===== config.mk =====
export PLATFORM = sky130hd
export DESIGN_NAME = mac2_pipe
export DESIGN_NICKNAME = d
export VERILOG_FILES = /design/src/rtl/mac2_pkg.sv /design/src/rtl/mac2_mul_stage.sv /design/src/rtl/mac2_acc_file.sv /design/src/rtl/mac2_sum_stage.sv /design/src/rtl/mac2_pipe.sv
export SDC_FILE = /design/constraint.sdc
export NUM_CORES = 2
export LEC_CHECK = 0
export BUFFER_PORTS_ARGS = -buffer_cell sky130_fd_sc_hd__buf_4
export CAP_MARGIN = 20
export CORE_ASPECT_RATIO = 0.8
export CORE_UTILIZATION = 40
export DETAILED_ROUTE_END_ITERATION = 16
export SLEW_MARGIN = 20
export SYNTH_ARGS = -nofsm -noshare
export SYNTH_HDL_FRONTEND = slang
export SYNTH_SLANG_ARGS = --single-unit

===== constraint.sdc =====
create_clock -name clk -period 8.57 [get_ports clk]
set_input_delay 0.857 -clock clk [delete_from_list [all_inputs] [get_ports clk]]
set_output_delay 0.857 -clock clk [all_outputs]
set_load 0.03 [all_outputs]

===== src/rtl/mac2_pkg.sv =====
package mac2_pkg;
  typedef enum logic {
    SCHED_EARLY = 1'b0,
    SCHED_LATE  = 1'b1
  } sched_e;
endpackage


===== src/rtl/mac2_mul_stage.sv =====
module mac2_mul_stage #(
  parameter int OPW  = 32,
  parameter int MULW = 24,
  parameter int ACCW = 48,
  parameter int IDXW = 3,
  localparam int PW  = 2 * MULW
) (
  input  logic            clk,
  input  logic            rst,
  input  logic            in_valid,
  input  logic [OPW-1:0]  in_a,
  input  logic [OPW-1:0]  in_b,
  input  logic [IDXW-1:0] in_idx,
  input  logic [ACCW-1:0] in_acc,
  output logic            out_valid,
  output logic [IDXW-1:0] out_idx,
  output logic [PW-1:0]   out_prod,
  output logic [ACCW-1:0] out_acc
);
  logic [MULW-1:0] a_lo, b_lo;
  logic            unused_hi;

  assign a_lo      = in_a[MULW-1:0];
  assign b_lo      = in_b[MULW-1:0];
  assign unused_hi = ^{in_a[OPW-1:MULW], in_b[OPW-1:MULW]};

  always_ff @(posedge clk) begin
    if (rst) begin
      out_valid <= 1'b0;
      out_idx   <= '0;
      out_prod  <= '0;
      out_acc   <= '0;
    end else begin
      out_valid <= in_valid;
      out_idx   <= in_idx;
      out_prod  <= PW'(a_lo) * PW'(b_lo);
      out_acc   <= in_acc;
    end
  end
endmodule


===== src/rtl/mac2_acc_file.sv =====
module mac2_acc_file #(
  parameter int NACC = 8,
  parameter int ACCW = 48,
  localparam int IDXW = $clog2(NACC)
) (
  input  logic            clk,
  input  logic            rst,
  input  logic            wr_en,
  input  logic [IDXW-1:0] wr_idx,
  input  logic [ACCW-1:0] wr_data,
  input  logic [IDXW-1:0] rd_idx,
  output logic [ACCW-1:0] rd_data
);
  logic [ACCW-1:0] acc_mem [NACC];

  always_ff @(posedge clk) begin
    if (rst) begin
      for (int k = 0; k < NACC; k++) acc_mem[k] <= '0;
    end else if (wr_en) begin
      acc_mem[wr_idx] <= wr_data;
    end
  end

  assign rd_data = acc_mem[rd_idx];
endmodule


===== src/rtl/mac2_sum_stage.sv =====
module mac2_sum_stage #(
  parameter int ACCW = 48,
  parameter int PW   = 48,
  parameter int IDXW = 3
) (
  input  logic            clk,
  input  logic            rst,
  input  logic            in_valid,
  input  logic [IDXW-1:0] in_idx,
  input  logic [PW-1:0]   in_prod,
  input  logic [ACCW-1:0] in_acc,
  output logic            out_valid,
  output logic [IDXW-1:0] out_idx,
  output logic [ACCW-1:0] out_data
);
  logic [ACCW-1:0] sum;

  assign sum = in_acc + ACCW'(in_prod);

  always_ff @(posedge clk) begin
    if (rst) begin
      out_valid <= 1'b0;
      out_idx   <= '0;
      out_data  <= '0;
    end else begin
      out_valid <= in_valid;
      out_idx   <= in_idx;
      out_data  <= sum;
    end
  end
endmodule


===== src/rtl/mac2_pipe.sv =====
module mac2_pipe
  import mac2_pkg::*;
#(
  parameter int     OPW   = 32,
  parameter int     MULW  = 24,
  parameter int     ACCW  = 48,
  parameter int     NACC  = 8,
  parameter sched_e SCHED = SCHED_LATE,
  localparam int    IDXW  = $clog2(NACC)
) (
  input  logic            clk,
  input  logic            rst,
  input  logic            iss_valid,
  input  logic [OPW-1:0]  iss_mcand,
  input  logic [OPW-1:0]  iss_mplier,
  input  logic [IDXW-1:0] iss_acc,
  output logic            stall,
  output logic            res_valid,
  output logic [IDXW-1:0] res_idx,
  output logic [ACCW-1:0] res_data
);
  localparam int PW      = 2 * MULW;
  localparam bit IS_LATE = (SCHED == SCHED_LATE);

  logic            accept;
  logic            e1_valid;
  logic [IDXW-1:0] e1_idx;
  logic [PW-1:0]   e1_prod;
  logic [ACCW-1:0] e1_acc;
  logic [IDXW-1:0] rf_raddr;
  logic [ACCW-1:0] rf_rdata;
  logic            fwd_hit;
  logic [ACCW-1:0] acc_now;
  logic [ACCW-1:0] acc_opnd;

  // A bubble is only needed when the accumulator is read in E and the
  // producer is still in E+1.
  assign stall  = !IS_LATE && iss_valid && e1_valid && (iss_acc == e1_idx);
  assign accept = iss_valid && !stall;

  // One read port; the schedule decides which stage addresses it.
  assign rf_raddr = IS_LATE ? e1_idx : iss_acc;
  assign fwd_hit  = res_valid && (res_idx == rf_raddr);
  assign acc_now  = fwd_hit ? res_data : rf_rdata;
  assign acc_opnd = IS_LATE ? acc_now : e1_acc;

  mac2_mul_stage #(.OPW(OPW), .MULW(MULW), .ACCW(ACCW), .IDXW(IDXW)) u_mul (
    .clk(clk), .rst(rst),
    .in_valid(accept), .in_a(iss_mcand), .in_b(iss_mplier),
    .in_idx(iss_acc), .in_acc(acc_now),
    .out_valid(e1_valid), .out_idx(e1_idx), .out_prod(e1_prod), .out_acc(e1_acc)
  );

  mac2_acc_file #(.NACC(NACC), .ACCW(ACCW)) u_file (
    .clk(clk), .rst(rst),
    .wr_en(res_valid), .wr_idx(res_idx), .wr_data(res_data),
    .rd_idx(rf_raddr), .rd_data(rf_rdata)
  );

  mac2_sum_stage #(.ACCW(ACCW), .PW(PW), .IDXW(IDXW)) u_sum (
    .clk(clk), .rst(rst),
    .in_valid(e1_valid), .in_idx(e1_idx), .in_prod(e1_prod), .in_acc(acc_opnd),
    .out_valid(res_valid), .out_idx(res_idx), .out_data(res_data)
  );

  AST_RES_TWO_CYCLES: assert property (@(posedge clk) disable iff (rst)
    res_valid |-> $past(iss_valid && !stall, 2));
  AST_RES_INDEX: assert property (@(posedge clk) disable iff (rst)
    res_valid |-> (res_idx == $past(iss_acc, 2)));
  AST_SINGLE_BUBBLE: assert property (@(posedge clk) disable iff (rst)
    stall |=> !stall);
  AST_STALL_AFTER_ACCEPT: assert property (@(posedge clk) disable iff (rst)
    stall |-> (iss_valid && $past(iss_valid && !stall)));
  AST_LATE_NO_STALL: assert property (@(posedge clk) disable iff (rst)
    (iss_valid && $past(iss_valid && !stall) && (iss_acc == $past(iss_acc)) && IS_LATE) |-> !stall);
endmodule


==> metrics <==
status finished clean; Iteration-0 DRC Markers 1577; synthesized area per cell 10.70 um2; # IOs 123; most common cell after layout, fill and taps aside and2_1; Worst Path Class, Setup in -> reg; RSZ-0062 raised after global routing false; total iterations of the first detailed-routing run 7; DR vias 27422; register bit total from synthesis 488; Layout Nets 4657; maximum fanout along the worst path 24; Starting Density 40.70%; DRC 0; Die Width 364.4 um; CP Launch Type input port; syn nets 4703; via density per instance 5.163; Arr. time, crit path 7720 ps; vias in the first global route 29255; Req. time, crit path 8990 ps; cell area after synthesis 42020 um2; Post-Syn Instances 3929; PortBufs 105; most frequent cells in the layout 688 x and2_1, 562 x inv_1, 483 x fa_1; Post-CTS Resized 0; Yosys top cell by area edfxtp_1; clock transition at the registers of the reported paths 60 ps; antenna violations before repair 2; dpl hpwl 73.61 mm; routability cong. 0.8874; final hold violations 0; Synth area leaders edfxtp_1 27%, fa_1 23%, and2_1 10%, ha_1 6.6%, mux4_2 5.1%; grt ovf 0; routed len/inst 20.56 um; Post-CTS Setup Inserts 0; Clock Path Buffers 3; Hold Path End u_sum.out_valid; crit path time final 7300 ps; Least-Margin Pin Slew 1015 ps; die height 291.9 um; WHS Path Cells 1; die area 106400 um2; Max Slew Vio Count 0; top cell type's share of synthesized area 27.44%; floorplan row count 105; GRT busiest layer met2; largest net degree at the start of global routing 98; Post-Route WL 109.2 mm; Max Cap Violations 0; Final ANT Viol Nets 0; Final setup viols 0; Area Overhead vs Synth 8.099%; library cells used by synthesis 80; CTS Hold Bufs 0; fin crit share 85.18%; EDFF count, synth 384; share of layout cells above drive strength 1 8.676%; GR Layer Usage met1 28.88%; clk_lat worst skew 580 ps; Seq/Total Area, Yosys 32.39%; Slew HR 30.61%; FF-to-FF End u_sum.out_data[45]; grt met3 use 3.532%; fmax 137.0 MHz; CORE AREA 103300 um2; clock skew 22.82 ps; H-tree depth 2; Synth Flop Type edfxtp_1; hold_sp u_mul.out_valid; Ys Warns 0; worst reg2reg startpoint u_mul.out_idx[1]; HP Class reg -> reg; root cell of the clock tree clkbuf_16; CTS tree built; Num CTS Buffers 45; met2 usage 35.80%; Post-synth ARST share 0%; crit path capture type flop; worst reg2reg path depth 14; gr usage total 21.18%; R2R Setup Slk 2950 ps; Sink Count 488; first-pass GRT wire length 173.4 mm; setup tns final 0 ps
-- synth_stat cells, types with 15 or more instances --
cell,number
nor2b_1,26
and2_1,688
ha_1,221
inv_1,562
mux4_2,96
xor2_1,31
xnor2_1,52
edfxtp_1,384
o21ai_0,51
nor3_1,19
buf_1,15
o21bai_1,17
nand2_1,339
clkbuf_1,189
a21o_1,60
a21oi_1,149
dfxtp_1,104
mux2i_1,48
nor2_1,181
nand4_1,29
fa_1,483
-- area by class of cell --
class / count / area [um2]
well taps: 1391 / 1740
repair buffers: 129 / 1001
inverters: 562 / 2110
clock buffers: 65 / 1251
diodes: 1 / 2.502
clock inverters: 18 / 205.2
fillers: 9697 / 57840
flip-flops and latches: 488 / 13620
multi-input cells: 2657 / 25490
-- metal layers --
layer / vias to the layer above / share of wire, %
met5: - / 0.046
met4: 2 / 1.6
met3: 106 / 5.6
met2: 682 / 48
met1: 14046 / 45
li1: 12586 / -
-- metrics by stage --
step / instance area, um2 / util, % / std cells / setup WS (ps) / hold slack [ps]
finish: 45430 / 43.99 / 5311 / 1270 / 439.0
global route: 45420 / 43.99 / 5310 / 886.3 / 467.7
CTS: 45400 / 43.96 / 5309 / 1356 / 445.2
detailed placement: 43940 / 42.55 / 5226 / 769.7 / 430.1
global placement: 43940 / 42.55 / 5226 / 764.7 / 418.7
floorplan: 42020 / - / 3929 / 1653 / 413.8
-- worst max-delay path, stage by stage --
cell	delay, ps
buf_4	350
nand2_1	140
fa_1	540
inv_1	50
fa_1	480
inv_1	60
fa_1	530
inv_1	60
fa_1	480
fa_1	510
fa_1	500
inv_1	50
fa_1	570
inv_1	70
ha_1	400
nand3_1	180
nor4_1	360
a21bo_2	280
a21oi_1	430
a41oi_1	360
o21ai_1	250
xnor2_1	140
nor2_1	60
-- logic make-up (layout without fill, tap and decap cells) --
| group | after synthesis | count (layout) | synth area share (%) |
|---|---|---|---|
| XOR/XNOR | 83 | 83 | 1.730 |
| adder cells (fa/ha/maj) | 704 | 704 | 29.59 |
| flip-flops | 488 | 488 | 32.39 |
| multiplexers | 148 | 148 | 6.396 |
| other | 1 | 2 | 0.008924 |
| AND/OR/NAND/NOR | 1341 | 1341 | 16.86 |
| AO/OA/AOI/OAI | 380 | 380 | 5.943 |
| buffers and inverters | 784 | 774 | 7.074 |
-- how the worst max path moves through the flow --
stage | endpoint | from | slack [ps]
global route | u_mul.out_prod[43] | iss_mcand[18] | 890
detailed placement | u_mul.out_prod[43] | iss_mcand[18] | 770
CTS | u_mul.out_prod[43] | iss_mcand[18] | 1360
global placement | u_mul.out_prod[47] | iss_mcand[15] | 760
floorplan | u_mul.out_prod[47] | iss_mcand[15] | 1650
finish | u_mul.out_prod[43] | iss_mcand[18] | 1270
-- state kept, by name (all words and copies together) (netlist names) --
register / flops
u_file.acc_mem: 384
u_mul.out_prod: 48
u_sum.out_data: 48
u_mul.out_idx: 3
u_sum.out_idx: 3
u_mul.out_valid: 1
u_sum.out_valid: 1
Power is not shown: default switching activity piles up to over one toggle a cycle in this logic, so the estimate is an artifact.
